[src/rtl/lwr_pkg.sv]
package lwr_pkg;
  localparam int SEL_W = 3;

  typedef enum logic [SEL_W-1:0] {
    SEL_MAIN  = 3'b001,
    SEL_VIDEO = 3'b010,
    SEL_MRAM  = 3'b100
  } tgtSel_e;

  typedef struct packed {
    logic loadOut;
    logic openEff;
  } ctrlStrobe_t;
endpackage

[src/rtl/lwr_ctrl.sv]
module lwr_ctrl
  import lwr_pkg::*;
(
  input  logic        clk,
  input  logic        rstN,
  input  logic        reqValid,
  input  logic        outReady,
  input  logic        cfgWrEn,
  input  logic        cfgWrOpen,
  input  logic        cfgWrLock,
  output logic        reqReady,
  output logic        outValid,
  output logic        cfgOpen,
  output logic        cfgLock,
  output ctrlStrobe_t strobe
);
  logic accept;

  // Free slot, or the held entry leaves this cycle.
  assign reqReady = ~outValid | outReady;
  assign accept   = reqValid & reqReady;

  always_ff @(posedge clk) begin
    if (!rstN) begin
      outValid <= 1'b0;
    end else if (accept) begin
      outValid <= 1'b1;
    end else if (outReady) begin
      outValid <= 1'b0;
    end
  end

  // Setting the lock also drops the override; once locked, writes are ignored.
  always_ff @(posedge clk) begin
    if (!rstN) begin
      cfgOpen <= 1'b0;
      cfgLock <= 1'b0;
    end else if (cfgWrEn && !cfgLock) begin
      cfgOpen <= cfgWrOpen & ~cfgWrLock;
      cfgLock <= cfgWrLock;
    end
  end

  always_comb begin
    strobe.loadOut = accept;
    strobe.openEff = cfgOpen & ~cfgLock;
  end
endmodule

[src/rtl/lwr_datapath.sv]
module lwr_datapath
  import lwr_pkg::*;
#(
  parameter int ADDR_W = 32,
  parameter logic [ADDR_W-1:0] WIN_LO = 'hA0000,
  parameter logic [ADDR_W-1:0] WIN_HI = 'hBFFFF,
  parameter logic [ADDR_W-1:0] MRAM_SPAN = 'h20000
)(
  input  logic              clk,
  input  logic              rstN,
  input  ctrlStrobe_t       strobe,
  input  logic [ADDR_W-1:0] reqAddr,
  input  logic              reqWrite,
  input  logic              reqMgmt,
  input  logic [ADDR_W-1:0] mramBase,
  output logic [ADDR_W-1:0] outAddr,
  output logic              outWrite,
  output logic [SEL_W-1:0]  outSel
);
  localparam int EXT_W = ADDR_W + 1;

  logic [EXT_W-1:0] mramTop;
  logic             inWin;
  logic             inMram;
  logic             privileged;
  tgtSel_e          nextSel;

  // One extra bit so that a high base cannot wrap the region's top.
  assign mramTop = {1'b0, mramBase} + EXT_W'(MRAM_SPAN) - EXT_W'(1);

  always_comb begin
    inWin      = (reqAddr >= WIN_LO) && (reqAddr <= WIN_HI);
    inMram     = ({1'b0, reqAddr} >= {1'b0, mramBase}) && ({1'b0, reqAddr} <= mramTop);
    privileged = reqMgmt | strobe.openEff;
    if (inWin) begin
      nextSel = privileged ? SEL_MRAM : SEL_VIDEO;
    end else if (inMram && privileged) begin
      nextSel = SEL_MRAM;
    end else begin
      nextSel = SEL_MAIN;
    end
  end

  always_ff @(posedge clk) begin
    if (!rstN) begin
      outAddr  <= '0;
      outWrite <= 1'b0;
      outSel   <= '0;
    end else if (strobe.loadOut) begin
      outAddr  <= reqAddr;
      outWrite <= reqWrite;
      outSel   <= nextSel;
    end
  end
endmodule

[src/rtl/legacy_window_router.sv]
module legacy_window_router
  import lwr_pkg::*;
#(
  parameter int ADDR_W = 32
)(
  input  logic              clk,
  input  logic              rstN,
  input  logic              reqValid,
  output logic              reqReady,
  input  logic [ADDR_W-1:0] reqAddr,
  input  logic              reqWrite,
  input  logic              reqMgmt,
  input  logic [ADDR_W-1:0] mramBase,
  input  logic              cfgWrEn,
  input  logic              cfgWrOpen,
  input  logic              cfgWrLock,
  output logic              cfgOpen,
  output logic              cfgLock,
  output logic              outValid,
  input  logic              outReady,
  output logic [ADDR_W-1:0] outAddr,
  output logic              outWrite,
  output logic [2:0]        outSel
);
  ctrlStrobe_t strobe;

  lwr_ctrl u_ctrl (
    .clk(clk), .rstN(rstN), .reqValid(reqValid), .outReady(outReady),
    .cfgWrEn(cfgWrEn), .cfgWrOpen(cfgWrOpen), .cfgWrLock(cfgWrLock),
    .reqReady(reqReady), .outValid(outValid), .cfgOpen(cfgOpen),
    .cfgLock(cfgLock), .strobe(strobe)
  );

  lwr_datapath #(.ADDR_W(ADDR_W)) u_dp (
    .clk(clk), .rstN(rstN), .strobe(strobe), .reqAddr(reqAddr),
    .reqWrite(reqWrite), .reqMgmt(reqMgmt), .mramBase(mramBase),
    .outAddr(outAddr), .outWrite(outWrite), .outSel(outSel)
  );
endmodule

[config.mk]
export PLATFORM = sky130hd
export DESIGN_NAME = legacy_window_router
export DESIGN_NICKNAME = d
export VERILOG_FILES = /design/src/rtl/lwr_pkg.sv /design/src/rtl/lwr_ctrl.sv /design/src/rtl/lwr_datapath.sv /design/src/rtl/legacy_window_router.sv
export SDC_FILE = /design/constraint.sdc
export NUM_CORES = 1
export LEC_CHECK = 0
export ABC_AREA = 1
export CAP_MARGIN = 30
export CORE_MARGIN = 10
export CORE_UTILIZATION = 44
export DETAILED_ROUTE_END_ITERATION = 16
export PLACE_DENSITY = 0.78
export SYNTH_ARGS = -nofsm -noshare
export SYNTH_HDL_FRONTEND = slang
export SYNTH_SLANG_ARGS = --single-unit
[constraint.sdc]
create_clock -name clk -period 2.5 [get_ports clk]
set_input_delay 0.5 -clock clk [delete_from_list [all_inputs] [get_ports clk]]
set_output_delay 0.5 -clock clk [all_outputs]
set_load 0.02 [all_outputs]
==> run metrics <==
CTS Buf Count=5; beginning of the worst hold path=u_ctrl.cfgOpen$_SDFFE_PN0P_; Initial DRC Count=~230; row cnt=33; compound-cell area share of the yosys netlist=a little over an eighth; initial antenna violation count=0; r2r endpoint=u_dp.outSel[2]$_SDFFE_PN0P_; Mapped Cells=about 550; r2r startpoint=u_ctrl.outValid$_SDFFE_PN0P_; Final GP Congestion=roughly 0.88; RSZ-0062 raised after global routing=true; Setup TNS=-0.3750 ns; Slew headroom=73.65%; critical path data arrival time=approximately 3 ns; Netlist cell types=35; clock root buffer=clkbuf_8; Mapped Avg Cell Area=6.852 um2; Avg WL per Cell=about 16 um; Area Overhead vs Synth=70.68%; Finished Layout Cells=approximately 900; final setup fails=2; HPWL Detailed=roughly 11 mm; number of global-route vias before repair=roughly 4,700; CP Cell Sequence=buf_12 -> clkinv_8 -> ha_4 -> nand2_4 -> nor2_4 -> nand2_4 -> nor2_4 -> nand2_2 -> nor2_4 -> o21bai_4 -> xor2_1 -> ha_1 -> nand4_1 -> nor3_1 -> nand2_1 -> nand2_1 -> nand2_1 -> nand2_1 -> nand2_1 -> nand2_1 -> nand2_1 -> a21oi_2; main combinational cell family by area after synthesis=simple AND/OR/NAND/NOR gates; Worst Path Max Fanout=4; largest net degree at the start of global routing=38; clock tree buffer depth=2; Synthesized Nets=686; Total GRT Usage=21.06%; Critical Path Max Stage Delay=0.37 ns; worst min path class=register to register; Ys Warns=0; Final WS setup=-0.2091 ns; reg2reg path depth=8; pre-CTS setup slack=-1.029 ns; Die Ht=roughly 110 um; dpl cells=between 800 and 900; total of max-cap violations=0; Die ar.=between 0.01 and 0.015 mm2; Lkg Pwr=around 0.0032 uW; Synth Area in Adders=a little over a fifth; mux cell area share after synthesis=0%; status=finished, violations left; Post-Syn Area=0.003755 mm2; cell family with most CP delay=simple AND/OR/NAND/NOR gates; fraction of synthesized cell area in xor and xnor cells=under 10%; Layout Nets=between 900 and 1,000; Simple-Gate Fraction of Synth Area=between 20% and 30%; DRC viols=0; CP required=approximately 2.7 ns; FF-to-FF setup slack=approximately 1.1 ns; Fin. Hold Viols=0; grt ovf=0; Worst path slowest cell=ha_1; Setup CP Type=input port to register; first-pass iteration count of the detailed router=5; hold depth=2; CTS clock-pin slew for the worst setup and hold paths=~0.090 ns; final period utilization=108.4%; fraction of layout cells with a size suffix above 1=a little under a third; critical path startpoint category=input port; hold endpoint=u_ctrl.cfgOpen$_SDFFE_PN0P_; Skew-Pair Late Insertion Delay=0.29 ns; Via density=5.184; first-pass GRT wire length=between 20 and 25 mm; cts hold-fix bufs=0; # port buffers=112; Seq cells post-synth=39; power per cell area=about 350 mW/mm2; Final Cell Area=approximately 0.0064 mm2; CTS tree=built; top achievable clock speed=~370 MHz; WL final=14.43 mm; Die Wd=roughly 110 um; starting density of the core=a little under half; commonest non-fill, non-tap cell in the layout=buf_4; H-tree levels=2; Clock Sinks=39; # diodes=0; CP Buf/Inv Count=2; Peak VDD IR=approximately 220 uV; overall power=about 2200 uW; register area share after synthesis=between 20% and 30%; # IOs=roughly 110; Core Region=approximately 0.0083 mm2; crit path capture type=register; Max Slew Vio Count=0; Final Skew=about 0.0045 ns; Final ANT Viol Nets=0; failing checks=setup timing; placed inst area=~0.0057 mm2; Vias=roughly 4,600; Tmin final=roughly 2.7 ns; worst slew pin tran=~0.39 ns; most numerous cell on the critical path=nand2_1; most frequent cells in the layout=buf_4 (128), clkdlybuf4s50_1 (86), nand2_1 (73), nor2_1 (66); fillcell total=approximately 600
## cells by family after synthesis
kind of cell / count (synthesis)
and+or+nand+nor: 231
AOI/OAI and AO/OA: 95
buffers and inverters: 88
adders and majority gates: 65
DFF: 39
xor gates and xnor gates: 30
## worst register-to-register path, cell delays in order (launching register included)
cell     delay, ns
dfxtp_1       0.32
nand2_1       0.09
nand2_1       0.08
inv_1         0.08
buf_4         0.23
o21ai_0       0.15
o21ai_0       0.13
nand2_1       0.11
a21oi_1       0.13
## per-stage QoR
step	util [%]	hold slack, ns
detailed placement	69.18	0.4722
CTS	75.42	0.4824
floorplan	-	0.5429
global placement	69.18	0.4626
global route	77.61	0.5049
finish	77.61	0.4876
## area by class of cell
type	count	area (um2)	area share [%]
multi-input cells	421	2960	46.19
inverters	77	321.6	5.018
clock inverters	3	43.79	0.6833
flip-flops and latches	39	780.7	12.18
repair buffers	245	2102	32.80
well taps	105	131.4	2.050
clock buffers	5	68.82	1.074
## report_power, final
| group | leakage (uW) | switching (uW) | internal, uW | total (uW) |
|---|---|---|---|---|
| clock | 0.0000581 | 245 | 298 | 543 |
| sequential | 0.000324 | 24.9 | 670 | 695 |
| combinational | 0.00278 | 507 | 473 | 980 |
## worst max path at each step
stage | cells after the start | end | slack, ns | startpoint
floorplan | 23 | u_dp.outSel[0]$_SDFFE_PN0P_ | -0.16 | mramBase[1]
global placement | 24 | u_dp.outSel[0]$_SDFFE_PN0P_ | -0.96 | mramBase[1]
detailed placement | 24 | u_dp.outSel[0]$_SDFFE_PN0P_ | -1.03 | mramBase[0]
CTS | 25 | u_dp.outSel[0]$_SDFFE_PN0P_ | -0.19 | mramBase[3]
global route | 24 | u_dp.outSel[0]$_SDFFE_PN0P_ | -0.35 | mramBase[0]
finish | 22 | u_dp.outSel[0]$_SDFFE_PN0P_ | -0.21 | mramBase[0]
## what timing repair did
item / CTS / global route
gates cloned: 0 / 0
endpoints found under the hold margin: 0 / 0
pin swaps: 55 / 44
endpoints found under the setup margin: 2 / 2
resized for setup: 129 / 39
buffers inserted: 33 / 7
## registers in the layout, summed over array words and instances, names as in the netlist
signal	cells
u_dp.outSel	3
u_ctrl.cfgLock	1
u_ctrl.outValid	1
u_dp.outWrite	1
u_ctrl.cfgOpen	1
u_dp.outAddr	32
## per-layer routing
metal | share of wire (%) | up-vias | GRT usage [%]
met1 | 43 | 2154 | 26.35
met3 | 5.0 | 28 | 2.609
li1 | - | 2292 | -
met4 | 2.1 | 0 | 5.330
met5 | 0 | - | 0
met2 | 50 | 166 | 37.16
## Yosys cell counts
library cell   n  area share (%)
nand4_1       13             2.2
o211ai_1       1            0.20
nor2_1        74             7.4
buf_1          1            0.10
nor2_4         2            0.60
o21ai_0       46             6.1
nand2_1       88             8.8
a31oi_1        1            0.17
a21oi_2        1            0.23
nor2_2         7             1.2
o211a_1        1            0.27
dfxtp_1       39              21
xnor2_1        1            0.23
nor4_1         6             1.0
nor3_2         3            0.80
o21bai_1       1            0.20
nor3b_1        1            0.20
clkbuf_1       8            0.80
xor2_1        29             6.8
nand3_1       14             1.9
nor3_1        10             1.3
inv_2          4            0.40
a21oi_1       39             5.2
inv_1         73             7.3
a21o_1         2            0.40
buf_2          2            0.27
a21boi_0       1            0.20
nor4_2         1            0.33
ha_1          65              22
nor3_4         1            0.43
nand3_2        2            0.53
o21ai_1        1            0.13
nand2_4        1            0.30
nand2_2        8             1.3
o21bai_2       1            0.30
No activity file was read; power rests on OpenSTA's default activity.
